--- src/rtl/fdiv_pkg.sv ---
package fdiv_pkg;

    typedef enum logic {
        MODE_FRAC = 1'b0,
        MODE_INT  = 1'b1
    } div_mode_e;

    // One launched output edge, produced in the reference rising-edge domain
    typedef struct packed {
        logic fire;
        logic on_fall;
    } edge_req_t;

    // Ratios below two are not representable: cap the increment at one half
    function automatic logic [31:0] sat_increment(logic [31:0] raw, int unsigned fw);
        logic [31:0] half;
        half = 32'd1 << (fw - 1);
        return (raw > half) ? half : raw;
    endfunction

    // Integer divisors 0 and 1 behave as 2
    function automatic logic [31:0] clamp_divisor(logic [31:0] raw);
        return (raw < 32'd2) ? 32'd2 : raw;
    endfunction

    // True when the ideal edge lies more than half a cycle before the wrap edge
    function automatic logic prefer_falling(logic [31:0] rem, logic [31:0] inc);
        logic [32:0] twice;
        twice = {rem, 1'b0};
        return twice > {1'b0, inc};
    endfunction

endpackage

--- src/rtl/fdiv_phase_acc.sv ---
module fdiv_phase_acc #(
    parameter int unsigned FRAC_W = 8
) (
    input  logic              clk,
    input  logic              rst,
    input  logic              en,
    input  logic [FRAC_W-1:0] inc_i,
    output logic              carry_o,
    output logic [FRAC_W-1:0] rem_o
);
    logic [FRAC_W-1:0] acc_q;
    logic [FRAC_W:0]   sum;

    always_comb begin
        sum     = {1'b0, acc_q} + {1'b0, inc_i};
        carry_o = en & sum[FRAC_W];
        rem_o   = sum[FRAC_W-1:0];
    end

    always_ff @(posedge clk) begin
        if (rst || !en) begin
            acc_q <= '0;
        end else begin
            acc_q <= rem_o;
        end
    end

    // the fraction kept after a wrap is below the increment that caused it
    assert_remainder_kept_R2: assert property (@(posedge clk) disable iff (rst)
        carry_o |=> (acc_q < $past(inc_i)));

endmodule

--- src/rtl/fdiv_int_count.sv ---
module fdiv_int_count #(
    parameter int unsigned FRAC_W = 8
) (
    input  logic              clk,
    input  logic              rst,
    input  logic              en,
    input  logic [FRAC_W-1:0] lim_i,
    output logic              carry_o
);
    logic [FRAC_W-1:0] cnt_q;

    assign carry_o = en && (cnt_q == lim_i - 1'b1);

    always_ff @(posedge clk) begin
        if (rst || !en || carry_o) begin
            cnt_q <= '0;
        end else begin
            cnt_q <= cnt_q + 1'b1;
        end
    end

    // the count never runs past the divisor
    assert_count_in_range_R6: assert property (@(posedge clk) disable iff (rst)
        en |-> (cnt_q < lim_i));

endmodule

--- src/rtl/fdiv_edge_place.sv ---
module fdiv_edge_place
    import fdiv_pkg::*;
(
    input  logic      clk,
    input  logic      rst,
    input  edge_req_t req_i,
    output logic      clk_o,
    output logic      stb_o,
    output logic      fall_o
);
    edge_req_t req_q;
    logic      rise_end_q;   // a rising-placed pulse must end at the coming falling edge
    logic      tgl_pos_q;    // toggles on rising reference edges
    logic      tgl_neg_q;    // toggles on falling reference edges

    always_ff @(posedge clk) begin
        if (rst) begin
            req_q      <= '0;
            rise_end_q <= 1'b0;
            tgl_pos_q  <= 1'b0;
        end else begin
            req_q.fire    <= req_i.fire;
            req_q.on_fall <= req_i.fire & req_i.on_fall;
            rise_end_q    <= req_q.fire & ~req_q.on_fall;
            // starts a rising-placed pulse or ends a falling-placed one
            tgl_pos_q     <= tgl_pos_q ^ req_q.fire;
        end
    end

    always_ff @(negedge clk) begin
        if (rst) begin
            tgl_neg_q <= 1'b0;
        end else begin
            // starts a falling-placed pulse or ends a rising-placed one
            tgl_neg_q <= tgl_neg_q ^ (req_q.on_fall | rise_end_q);
        end
    end

    assign clk_o  = tgl_pos_q ^ tgl_neg_q;
    assign stb_o  = req_q.fire;
    assign fall_o = req_q.on_fall;

    // reset leaves the rising-edge state cleared
    assert_reset_clears_R1: assert property (@(posedge clk)
        rst |=> (!tgl_pos_q && !req_q.fire));

    // wraps are never on adjacent cycles, so pulses cannot merge
    assert_wrap_spacing_R5: assert property (@(posedge clk) disable iff (rst)
        req_q.fire |=> !req_q.fire);

endmodule

--- src/rtl/frac_clk_divider.sv ---
module frac_clk_divider
    import fdiv_pkg::*;
#(
    parameter int unsigned FRAC_W = 8
) (
    input  logic            clk_ref,
    input  logic            rst,
    input  logic [FRAC_W:0] div_i,
    output logic            clk_div_o,
    output logic            edge_stb_o,
    output logic            edge_on_fall_o
);
    localparam int unsigned PAD_W = 32 - FRAC_W;

    if (FRAC_W < 2 || FRAC_W > 16) begin : g_bad_width
        $error("frac_clk_divider: FRAC_W must lie in 2..16");
    end

    div_mode_e         mode_q, mode_next;
    logic [FRAC_W-1:0] val_q, val_next;
    logic [31:0]       low_ext;

    logic              is_frac, is_int;
    logic              frac_carry, int_carry, wrap;
    logic [FRAC_W-1:0] frac_rem;
    edge_req_t         req;

    // Decode the incoming setting once, so the stored value is ready to use
    always_comb begin
        low_ext   = {{PAD_W{1'b0}}, div_i[FRAC_W-1:0]};
        mode_next = div_mode_e'(div_i[FRAC_W]);
        if (mode_next == MODE_INT) begin
            val_next = FRAC_W'(clamp_divisor(low_ext));
        end else begin
            val_next = FRAC_W'(sat_increment(low_ext, FRAC_W));
        end
    end

    assign is_frac = (mode_q == MODE_FRAC);
    assign is_int  = (mode_q == MODE_INT);

    fdiv_phase_acc #(.FRAC_W(FRAC_W)) u_acc (
        .clk     (clk_ref),
        .rst     (rst),
        .en      (is_frac),
        .inc_i   (val_q),
        .carry_o (frac_carry),
        .rem_o   (frac_rem)
    );

    fdiv_int_count #(.FRAC_W(FRAC_W)) u_cnt (
        .clk     (clk_ref),
        .rst     (rst),
        .en      (is_int),
        .lim_i   (val_q),
        .carry_o (int_carry)
    );

    assign wrap = frac_carry | int_carry;

    always_comb begin
        req.fire    = wrap;
        req.on_fall = frac_carry &
                      prefer_falling({{PAD_W{1'b0}}, frac_rem}, {{PAD_W{1'b0}}, val_q});
    end

    // A new setting is accepted only at reset or on the wrapping edge
    always_ff @(posedge clk_ref) begin
        if (rst || wrap) begin
            mode_q <= mode_next;
            val_q  <= val_next;
        end
    end

    fdiv_edge_place u_place (
        .clk    (clk_ref),
        .rst    (rst),
        .req_i  (req),
        .clk_o  (clk_div_o),
        .stb_o  (edge_stb_o),
        .fall_o (edge_on_fall_o)
    );

    // the setting holds between wraps
    assert_setting_held_R7: assert property (@(posedge clk_ref) disable iff (rst)
        (!$past(rst) && !$past(wrap)) |-> ($stable(mode_q) && $stable(val_q)));

endmodule

--- config.mk ---
export PLATFORM = sky130hd
export DESIGN_NAME = frac_clk_divider
export DESIGN_NICKNAME = d
export VERILOG_FILES = /design/src/rtl/fdiv_pkg.sv /design/src/rtl/fdiv_phase_acc.sv /design/src/rtl/fdiv_int_count.sv /design/src/rtl/fdiv_edge_place.sv /design/src/rtl/frac_clk_divider.sv
export SDC_FILE = /design/constraint.sdc
export NUM_CORES = 1
export LEC_CHECK = 0
export ABC_AREA = 0
export BUFFER_PORTS_ARGS = -buffer_cell sky130_fd_sc_hd__buf_2
export CAP_MARGIN = 40
export CORE_UTILIZATION = 40
export DETAILED_ROUTE_END_ITERATION = 8
export SYNTH_ARGS = -nofsm -noshare
export SYNTH_HDL_FRONTEND = slang
export SYNTH_SLANG_ARGS = --single-unit
--- constraint.sdc ---
create_clock -name clk_ref -period 2.66 [get_ports clk_ref]
set_clock_uncertainty 0.1 [all_clocks]
set_input_delay 0.399 -clock clk_ref [delete_from_list [all_inputs] [get_ports clk_ref]]
set_output_delay 0.399 -clock clk_ref [all_outputs]
set_load 0.05 [all_outputs]
### After elaboration in Yosys (flattened, before gate mapping)

Cells that the tools add are included.

| storage, ports and cells | value |
|---|---|
| flip-flop bits (word level) | 30 |
| output and inout port bits | 3 |
| logic and storage cells | 36 |

| cells by class | value |
|---|---|
| $add $sub $neg | 3 |
| magnitude comparators | 3 |
| eq/ne operators | 1 |
| multiplexer cells | 3 |
| bitwise operators | 11 |
| reduce and logical (&&, ||, !) cells | 6 |

Operators by type and width:

| operator | number |
|---|---|
| 2-to-1 mux 8 bit | 3 |
| adder 8 x 8 -> 9 bit | 1 |
| > comparator 9 x 8 -> 1 bit | 1 |
| adder 8 x 1 -> 8 bit (second input constant) | 1 |
| == test 8 bit | 1 |
| > comparator 8 bit (second input constant) | 1 |
| less-than comparator 8 x 2 -> 1 bit (second input constant) | 1 |
| subtractor 8 x 1 -> 8 bit (second input constant) | 1 |
| AND 1 bit | 4 |
| logical OR 1 bit | 4 |
| XOR 1 bit | 3 |
| NOT 1 bit | 2 |
| OR 1 bit | 2 |
| logical AND 1 bit | 1 |
| zero test 1 bit | 1 |

### Depth between registers and ports, before layout

Gate-level depths: netlist of the first run.

| depth | value |
|---|---|
| depth in word-level cells | 5 |
| depth in mapped cells | 11 |

### Cells and area by module

From an unflattened synthesis of the first run, not the netlist that was laid out.

| second synthesis, totals | value |
|---|---|
| cells, all modules | 200 |
| area, all modules | 1923.1 um^2 |

By module, submodules not included:

| module | instances | cells an instance | area each (um^2) | sequential area each (um^2) |
|---|---|---|---|---|
| fdiv_phase_acc | 1 | 67 | 590.6 | 160.2 |
| frac_clk_divider | 1 | 52 | 581.8 | 270.3 |
| fdiv_int_count | 1 | 66 | 580.6 | 160.2 |
| fdiv_edge_place | 1 | 15 | 170.2 | 100.1 |

==> results.sh, run 1 <==
export IMPL_yosys_area_top_type="dfxtp_1"
export IMPL_path_clk_slew_ps=70
export IMPL_end_kind="output pin"
export IMPL_crit_fanout=2
export IMPL_synth_area_leaders="dfxtp_1 (23%), edfxtp_1 (15%), ha_1 (12%)"
export IMPL_power_density_mw_per_mm2=553
export IMPL_setup_ws_ps=-172
export IMPL_outcome="complete, but fails checks"
export IMPL_worstReg2RegStart="val_q[0]$_DFFE_PP_"
export IMPL_hold_viol=0
export IMPL_leakagePower_nw=0.977
export IMPL_dieArea_mm2=0.00475
export IMPL_slew_viol_final=0
export IMPL_synth_xor_area_share_pct=13.2
export IMPL_fill_cells=376
export IMPL_setup_tns_ps=-172
export IMPL_max_slew_margin_pct=71.3
export IMPL_drive_gt1_share_pct=25.6
export IMPL_htree_num_levels=2
export IMPL_multi_input_area_mm2=0.00114
export IMPL_hp_class="input port to register"
export IMPL_netlist_area_mm2=0.00179
export IMPL_ys_top_cells_by_count="dfxtp_1 (21), ha_1 (17), xnor2_1 (17)"
export IMPL_rsz0062_at_grt="true"
export IMPL_synth_compound_area_share_pct=10.6
export IMPL_start_util_pct=43.2
export IMPL_synthFlopType="dfxtp_1"
export IMPL_diodes=0
export IMPL_drt_first_pass_iters=4
export IMPL_reg2reg_slack_ps=20
export IMPL_globalRouteTotalUtil_pct=20.1
export IMPL_violations="negative setup slack"
export IMPL_core_area_mm2=0.00414
export IMPL_regArea_um2=692
export IMPL_synth_fa_ha_area_share_pct=13.0
export IMPL_clk_latency_ps=300
export IMPL_die_h_um=68.9
export IMPL_via_per_inst=5.27
export IMPL_drt_total_wl_mm=4.13
export IMPL_row_count=23
export IMPL_cp_data_required_time_ps=2160
export IMPL_place_detailed_hpwl_mm=3.03
export IMPL_grt_pass1_vias=1421
export IMPL_antenna_left=0
export IMPL_synth_seq_cells=30
export IMPL_worstSetupEndpoint="clk_div_o"
export IMPL_route_detailed_drc=0
export IMPL_cap_violations=0
export IMPL_fin_hold_ws_ps=206
export IMPL_synth_simple_area_share_pct=21.5
export IMPL_synth_mux_area_share_pct=0
export IMPL_clock_sinks=30
export IMPL_yosys_cell_types_count=38
export IMPL_finalSetupViolCount=1
export IMPL_antenna_found_initial=0
export IMPL_ys_seq_area_share_pct=38.6
export IMPL_p_total_mw=1.25
export IMPL_io_buffers=13
export IMPL_globalplace_congestion=0.834
export IMPL_cts_root_buffer="clkbuf_8"
export IMPL_io_pin_count=14
export IMPL_syn_avg_cell_area_um2=9.78
export IMPL_die_x_um=68.9
export IMPL_timing_rr_end="u_place.fall_o$_SDFF_PP0_"
export IMPL_criticalPathCategory="register to output pin"
export IMPL_yosysMostFrequentCell="dfxtp_1"
export IMPL_netlist_instances=183
export IMPL_wire_per_inst_um=15.3
export IMPL_cts_hold_buf=0
export IMPL_cts_max_path_buffers=2
export IMPL_grt_start_max_net_pins=11
export IMPL_synth_nets=212
export IMPL_synth_top_area_share_pct=23.5
export IMPL_async_flop_share_pct=0
export IMPL_syn_to_final_growth_pct=25.8
export IMPL_worstMarginPinSlew_ps=425
export IMPL_vias=1418
export IMPL_grt_overflow_total=0
export IMPL_synth_top_family_by_area="simple AND/OR/NAND/NOR gates"
export IMPL_reg2reg_depth=11
export IMPL_nNetsFinal=247
export IMPL_cts_tree="yes"
export IMPL_critPathArrivalTime_ps=2330
export IMPL_yosysWarnings=0
export IMPL_start_kind="register"
export IMPL_drt_iter0_drc=58
export IMPL_vdd_drop_max_mv=0.288
export IMPL_cts_buffers=5
export IMPL_synth_edff_count=9
export IMPL_grt_pass1_wl_mm=6.71
export IMPL_critPathLaunch="u_place.tgl_neg_q$_SDFF_NP0_"
==> placed cells by master, fill, tap and decap left out, types with 4 or more instances in the layout <==
master,instances
dfxtp_1,20
xnor2_1,16
ha_1,15
buf_4,15
buf_2,12
inv_1,10
and3_1,10
xor2_1,9
edfxtp_1,9
nor2_1,8
nand2_1,7
nand3_1,6
a21oi_1,6
nor3b_1,6
and2_1,5
clkbuf_8,5
o21ai_1,4
nor2b_1,4
==> worst min-delay path by stage <==
stage | start | end | cells past startpoint
CTS | div_i[8] | is_int$_DFFE_PP_ | 1
floorplan | u_cnt.cnt_q[0]$_SDFF_PP0_ | u_cnt.cnt_q[0]$_SDFF_PP0_ | 1
global placement | u_place.fall_o$_SDFF_PP0_ | u_place.rise_end_q$_SDFF_PP0_ | 1
detailed placement | u_place.fall_o$_SDFF_PP0_ | u_place.rise_end_q$_SDFF_PP0_ | 1
global route | div_i[8] | is_int$_DFFE_PP_ | 1
finish | div_i[8] | is_int$_DFFE_PP_ | 1
==> sequential cells by signal (all words and copies together), names as in the netlist <==
| name | flops |
|---|---|
| u_acc.acc_q | 8 |
| is_int | 1 |
| u_place.stb_o | 1 |
| u_place.tgl_neg_q | 1 |
| u_place.fall_o | 1 |
| u_cnt.cnt_q | 8 |
| val_q | 8 |
| u_place.rise_end_q | 1 |
| u_place.tgl_pos_q | 1 |
==> per-layer routing <==
| layer | track usage (%) | vias up | share of wire, % |
|---|---|---|---|
| li1 | - | 714 | - |
| met1 | 23.3 | 666 | 45 |
| met2 | 33.7 | 29 | 49 |
| met3 | 6.25 | 9 | 4.0 |
| met4 | 9.18 | 0 | 2.0 |
| met5 | 0 | - | 0 |
==> cell families after synthesis <==
logic type	after synthesis
fa+ha+maj	18
compound gates	28
flops	30
simple gates	65
xor+xnor	27
buf+inv	15
==> worst max-delay path, stage by stage (launching register included) <==
cell and delay (ps):
dfxtp_2 320, xor2_2 160, buf_6 170
==> cell type report <==
cell class | count | share of cell area, %
inverters | 11 | 1.94
clock inverters | 4 | 0.889
flip-flops and latches | 30 | 30.7
repair buffers | 31 | 10.1
multi-input cells | 138 | 50.6
well taps | 50 | 2.78
clock buffers | 5 | 3.06
==> power breakdown <==
group / internal [mW] / switching, mW / leakage (nW)
clock network: 0.181 / 0.188 / 0.0469
logic: 0.174 / 0.178 / 0.669
registers: 0.500 / 0.0252 / 0.261
==> through the flow <==
stage	utilization, %	instance area (µm²)	cells	setup WS, ps
floorplan	-	1810	183	-29.9
global placement	48.7	2020	254	-101
detailed placement	48.7	2020	254	-140
CTS	52.6	2180	266	-175
global route	54.3	2250	269	-240
finish	54.3	2250	269	-172
==> repair_timing <==
item | in CTS | in global routing
pin swaps | 9 | 11
resized for setup | 12 | 10
buffers inserted | 4 | 5
setup endpoints to repair | 11 | 17
endpoints found under the hold margin | 0 | 0
Note: power is estimated with default switching activity, not from simulation.
==> run 2, diff against run 1 <==
--- a/config.mk
+++ b/config.mk
@@ -8,8 +8,9 @@
 export ABC_AREA = 0
 export BUFFER_PORTS_ARGS = -buffer_cell sky130_fd_sc_hd__buf_2
 export CAP_MARGIN = 40
-export CORE_UTILIZATION = 40
+export CORE_UTILIZATION = 50
 export DETAILED_ROUTE_END_ITERATION = 8
+export PLACE_DENSITY = 0.71
 export SYNTH_ARGS = -nofsm -noshare
 export SYNTH_HDL_FRONTEND = slang
 export SYNTH_SLANG_ARGS = --single-unit
==> run 2 against run 1 <==
  * The flow still finishes with violations (negative setup slack)
  * Routed wire length is 12% lower
  * Design area is 3.1% lower
  * Worst setup slack worse by 32 ps
  * Critical endpoint unchanged
  * Via count is 0.56% lower
  * Clock-buffer cell count stayed put
  * Critical path type unchanged
==> results.sh, run 2 (synthesis gave the netlist of run 1 again) <==
export IMPL_max_slew_margin_pct=66.5
export IMPL_io_pin_count=14
export IMPL_row_count=21
export IMPL_die_h_um=61.8
export IMPL_crit_fanout=2
export IMPL_drt_total_wl_mm=3.65
export IMPL_dp_worst_setup_slack_ps=-53.6
export IMPL_syn_to_final_growth_pct=21.9
export IMPL_critPathLaunch="u_place.tgl_neg_q$_SDFF_NP0_"
export IMPL_reg2reg_depth=10
export IMPL_grt_overflow_total=0
export IMPL_globalplace_congestion=0.889
export IMPL_place_detailed_hpwl_mm=2.77
export IMPL_core_area_mm2=0.00339
export IMPL_io_buffers=13
export IMPL_setup_ws_ps=-204
export IMPL_grt_pass1_wl_mm=5.91
export IMPL_regArea_um2=692
export IMPL_route_detailed_drc=0
export IMPL_via_per_inst=5.44
export IMPL_p_total_mw=1.30
export IMPL_worstSetupEndpoint="clk_div_o"
export IMPL_timing_rr_end="u_place.fall_o$_SDFF_PP0_"
export IMPL_largestRegisters="u_acc.acc_q: 8 flops, u_cnt.cnt_q: 8 flops, val_q: 8 flops"
export IMPL_dp_cells=249
export IMPL_antenna_left=0
export IMPL_globalRouteTotalUtil_pct=21.8
export IMPL_power_density_mw_per_mm2=596
export IMPL_criticalPathCategory="register to output pin"
export IMPL_drive_gt1_share_pct=22.5
export IMPL_cts_max_path_buffers=2
export IMPL_vias=1410
export IMPL_fill_cells=263
export IMPL_layout_cells_non_filler=259
export IMPL_die_x_um=61.8
export IMPL_path_clk_slew_ps=100
export IMPL_end_kind="output pin"
export IMPL_worstReg2RegStart="val_q[0]$_DFFE_PP_"
export IMPL_drt_iter0_drc=89
export IMPL_reg2reg_slack_ps=40
export IMPL_mostFrequentLayoutCell="dfxtp_1"
export IMPL_cap_violations=0
export IMPL_hp_class="input port to register"
export IMPL_diodes=0
export IMPL_rsz0062_at_grt="true"
export IMPL_worstMarginPinSlew_ps=502
export IMPL_setup_tns_ps=-204
export IMPL_antenna_found_initial=0
export IMPL_drt_first_pass_iters=4
export IMPL_clock_sinks=30
export IMPL_violations="negative setup slack"
export IMPL_hold_viol=0
export IMPL_critPathArrivalTime_ps=2360
export IMPL_cts_buffers=5
export IMPL_cts_tree="yes"
export IMPL_start_kind="register"
export IMPL_outcome="complete, but fails checks"
export IMPL_cts_root_buffer="clkbuf_4"
export IMPL_dieArea_mm2=0.00382
export IMPL_start_util_pct=52.8
export IMPL_wire_per_inst_um=14.1
export IMPL_htree_num_levels=2
export IMPL_grt_start_max_net_pins=12
export IMPL_finalSetupViolCount=1
export IMPL_grt_pass1_vias=1367
export IMPL_layout_common_cells="dfxtp_1 (20), xnor2_1 (17), ha_1 (15)"
export IMPL_hp_start="div_i[8]"
export IMPL_finish_utilization_pct=64.4
export IMPL_nNetsFinal=241
export IMPL_multi_input_area_mm2=0.00111
export IMPL_cts_hold_buf=0
export IMPL_slew_viol_final=0
export IMPL_vdd_drop_max_mv=0.339
export IMPL_cp_data_required_time_ps=2160
export IMPL_clk_latency_ps=340
export IMPL_leakagePower_nw=0.953
## run 2: cell count changes in the layout (fill, tap and decap cells not counted), moves of 2 or more
cell       delta
clkbuf_4      +5
ha_4          -2
bufinv_16     +2
buf_6         -2
clkbuf_8      -5
inv_1         +2
ha_2          +2
buf_4         -4
## run 2: power by group
| part | switching (mW) | internal [mW] |
|---|---|---|
| registers | 0.0241 | 0.499 |
| clock network | 0.169 | 0.292 |
| logic | 0.163 | 0.155 |
## run 2: per-layer routing
| layer | routed length [µm] | GRT usage (%) | up-vias | part of all wire [%] |
|---|---|---|---|---|
| li1 | - | - | 708 | - |
| met1 | 1760 | 25.9 | 669 | 48 |
| met2 | 1710 | 36.9 | 23 | 47 |
| met3 | 99 | 5.59 | 10 | 2.7 |
| met4 | 81 | 9.84 | 0 | 2.2 |
| met5 | 0 | 0 | - | 0 |
## run 2: critical path, stage by stage, from the launching register on
cell	delay, ps
dfxtp_2	340
xor2_2	150
buf_6	170
## run 2: area by class of cell
| cell class | count | area share, % |
|---|---|---|
| Timing Repair Buffer | 25 | 7.97 |
| Sequential cell | 30 | 31.7 |
| Tap cell | 46 | 2.64 |
| Clock inverter | 4 | 3.09 |
| Multi-Input combinational cell | 138 | 51.0 |
| Inverter | 11 | 1.89 |
| Clock buffer | 5 | 1.72 |
## run 2: through the flow
step,hold WS [ps],instance area [µm²]
6_report,155,2180
3_3_place_gp,327,2000
2_1_floorplan,361,1810
4_1_cts,145,2140
3_5_place_dp,345,2000
5_1_grt,147,2180
## run 2: worst min-delay path by stage
stage	endpoint	depth (start not counted)	slack, ps
finish	is_int$_DFFE_PP_	1	160
detailed placement	u_place.rise_end_q$_SDFF_PP0_	1	350
CTS	is_int$_DFFE_PP_	1	140
floorplan	u_cnt.cnt_q[0]$_SDFF_PP0_	1	360
global route	is_int$_DFFE_PP_	1	150
global placement	u_place.rise_end_q$_SDFF_PP0_	1	330
## run 2: timing repair
action | CTS | global route
pin swaps | 3 | 3
setup buffers | 1 | 1
gates resized for setup | 9 | 6
setup endpoints to repair | 11 | 11
==> run 3, diff against run 2 <==
--- a/config.mk
+++ b/config.mk
@@ -5,7 +5,7 @@
 export SDC_FILE = /design/constraint.sdc
 export NUM_CORES = 1
 export LEC_CHECK = 0
-export ABC_AREA = 0
+export ABC_AREA = 1
 export BUFFER_PORTS_ARGS = -buffer_cell sky130_fd_sc_hd__buf_2
 export CAP_MARGIN = 40
 export CORE_UTILIZATION = 50
==> run 3 against run 2 <==
  * The run still ends with negative setup slack left
  * Register-to-register slack improved by 130 ps
  * Clock power fell by 26%
  * Sequential cell count did not move
  * Combinational power fell by 9.4%
  * Routed wire length fell by 10%
  * Worst hold slack improved by 58 ps
  * Via count rose by 7.0%
  * Power fell by 11%
  * Synthesized cell count rose by 35%
  * Clock-buffer cell count rose by 1
  * Design area fell by 3.4%
  * Critical path depth did not move
  * Largest power group unchanged
==> results.sh, run 3 <==
export IMPL_outcome="complete, but fails checks"
export IMPL_violations="negative setup slack"
export IMPL_antenna_left=0
export IMPL_wire_per_inst_um=10.4
export IMPL_hp_class="input port to register"
export IMPL_route_detailed_drc=0
export IMPL_netlist_area_mm2=0.00186
export IMPL_clk_latency_ps=270
export IMPL_largestRegisters="u_acc.acc_q: 8 flops, u_cnt.cnt_q: 8 flops, val_q: 8 flops"
export IMPL_dieArea_mm2=0.00398
export IMPL_syn_avg_cell_area_um2=7.55
export IMPL_finish_utilization_pct=61.3
export IMPL_power_density_mw_per_mm2=549
export IMPL_io_buffers=13
export IMPL_die_x_um=63.1
export IMPL_cp_data_required_time_ps=2160
export IMPL_cpMaxStageDelayCell="dfxtp_4"
export IMPL_drt_iter0_drc=36
export IMPL_yosys_area_top_type="dfxtp_1"
export IMPL_yosysMostFrequentCell="nand2_1"
export IMPL_synth_seq_cells=30
export IMPL_rsz0062_at_grt="true"
export IMPL_slew_viol_final=0
export IMPL_grt_pass1_vias=1553
export IMPL_synth_top_area_share_pct=22.6
export IMPL_netlist_instances=247
export IMPL_end_kind="output pin"
export IMPL_max_slew_margin_pct=67.6
export IMPL_synth_nets=276
export IMPL_synth_edff_count=9
export IMPL_globalplace_congestion=0.820
export IMPL_grt_pass1_wl_mm=6.20
export IMPL_globalRouteTotalUtil_pct=20.0
export IMPL_drt_first_pass_iters=4
export IMPL_drt_total_wl_mm=3.28
export IMPL_yosys_cell_types_count=25
export IMPL_core_area_mm2=0.00344
export IMPL_cts_buffers=5
export IMPL_leakagePower_nw=1.08
export IMPL_layout_common_cells="nand2_1 (52), inv_1 (46), nor2_1 (31)"
export IMPL_syn_to_final_growth_pct=13.1
export IMPL_start_kind="register"
export IMPL_async_flop_share_pct=0
export IMPL_die_h_um=63.1
export IMPL_ys_seq_area_share_pct=37.0
export IMPL_post_dp_cell_area_mm2=0.00201
export IMPL_critPathArrivalTime_ps=2320
export IMPL_hold_viol=0
export IMPL_setup_tns_ps=-162
export IMPL_nNetsFinal=297
export IMPL_mostFrequentLayoutCell="nand2_1"
export IMPL_start_util_pct=54.2
export IMPL_worstMarginPinSlew_ps=485
export IMPL_htree_num_levels=2
export IMPL_vias=1508
export IMPL_criticalPathCategory="register to output pin"
export IMPL_io_pin_count=14
export IMPL_clock_sinks=30
export IMPL_via_per_inst=4.79
export IMPL_vdd_drop_max_mv=0.348
export IMPL_cpPeakStageDelay_ps=360
export IMPL_cap_violations=0
export IMPL_final_cell_area_mm2=0.00211
export IMPL_path_clk_slew_ps=60
export IMPL_antenna_found_initial=0
export IMPL_grt_overflow_total=0
export IMPL_synth_area_leaders="dfxtp_1 (23%), edfxtp_1 (14%), ha_1 (11%)"
export IMPL_cts_tree="yes"
export IMPL_cts_hold_buf=0
export IMPL_setup_ws_ps=-162
export IMPL_finalSetupViolCount=1
export IMPL_synthFlopType="dfxtp_1"
export IMPL_cts_root_buffer="clkbuf_8"
export IMPL_crit_fanout=2
export IMPL_cp_cell_sequence="xor2_4 > buf_6"
export IMPL_place_detailed_hpwl_mm=2.64
export IMPL_grt_start_max_net_pins=10
export IMPL_drive_gt1_share_pct=11.9
export IMPL_row_count=21
export IMPL_yosysWarnings=0
export IMPL_ys_top_cells_by_count="nand2_1 (52), inv_1 (46), nor2_1 (31)"
export IMPL_cts_max_path_buffers=2
export IMPL_diodes=0
[run 3: changes by cell type in the layout (fill, tap and decap cells not counted), sizes merged, moves of 4 or more]
cell   change
and3      -10
nor3b      -5
inv       +36
nand2     +46
nor3       +4
nor2      +25
buf       -10
xnor2      -9
and2       -5
nor2b      -4
nand3     +11
a21oi      +4
[run 3: path summary, 6_finish.rpt]
check / startpoint / end / slack, ps / cells past startpoint
max: u_place.tgl_neg_q$_SDFF_NP0_ / clk_div_o / -160 / 2
min: div_i[8] / is_int$_DFFE_PP_ / 210 / 1
max reg2reg: val_q[0]$_DFFE_PP_ / u_place.fall_o$_SDFF_PP0_ / 170 / 16
min reg2reg: u_place.fall_o$_SDFF_PP0_ / u_place.rise_end_q$_SDFF_PP0_ / 370 / 1
[run 3: per-layer routing]
metal / wire, µm / up-vias / track usage [%]
met3: 166 / 7 / 3.99
met2: 1540 / 31 / 34.7
li1: - / 814 / -
met5: 0 / - / 0
met4: 79 / 0 / 10.8
met1: 1490 / 656 / 22.7
[run 3: power by group]
group	internal, mW	switching, mW
Sequential	0.502	0.0250
Combinational	0.115	0.173
Clock	0.181	0.161
[run 3: critical path, delay by kind of cell, from the launching register on]
| kind | cells | cell delay (ps) |
|---|---|---|
| xor gates and xnor gates | 1 | 140 |
| buffers and inverters | 1 | 170 |
| DFF | 1 | 360 |
[run 3: area by class of cell]
type	instances	area [µm²]
Clock buffer	6	72.6
Clock inverter	3	12.5
Fill cell	314	1330
Inverter	47	176
Multi-Input combinational cell	168	1010
Sequential cell	30	694
Tap cell	46	57.6
Timing Repair Buffer	15	86.3
[run 3: logic make-up after synthesis]
| logic type | synth area share (%) |
|---|---|
| xor gates and xnor gates | 7.99 |
| AOI/OAI and AO/OA | 4.83 |
| adders and majority gates | 12.5 |
| and+or+nand+nor | 27.8 |
| buffers and inverters | 9.87 |
| DFF | 37.0 |
[run 3: what timing repair did]
action / in CTS / in global routing
buffers inserted: 0 / 1
resized for setup: 4 / 0
pin swaps: 1 / 0
setup endpoints to repair: 1 / 2
[run 3: stage by stage]
step / instances / setup slack, ps / power [mW] / hold WS [ps]
3_3_place_gp: 306 / 24.6 / 0.817 / 348
4_1_cts: 314 / -171 / 1.17 / 206
3_5_place_dp: 306 / 18.1 / 0.825 / 357
6_report: 315 / -162 / 1.16 / 213
5_1_grt: 315 / -217 / 1.25 / 209
2_1_floorplan: 247 / 49.0 / 0.761 / 340
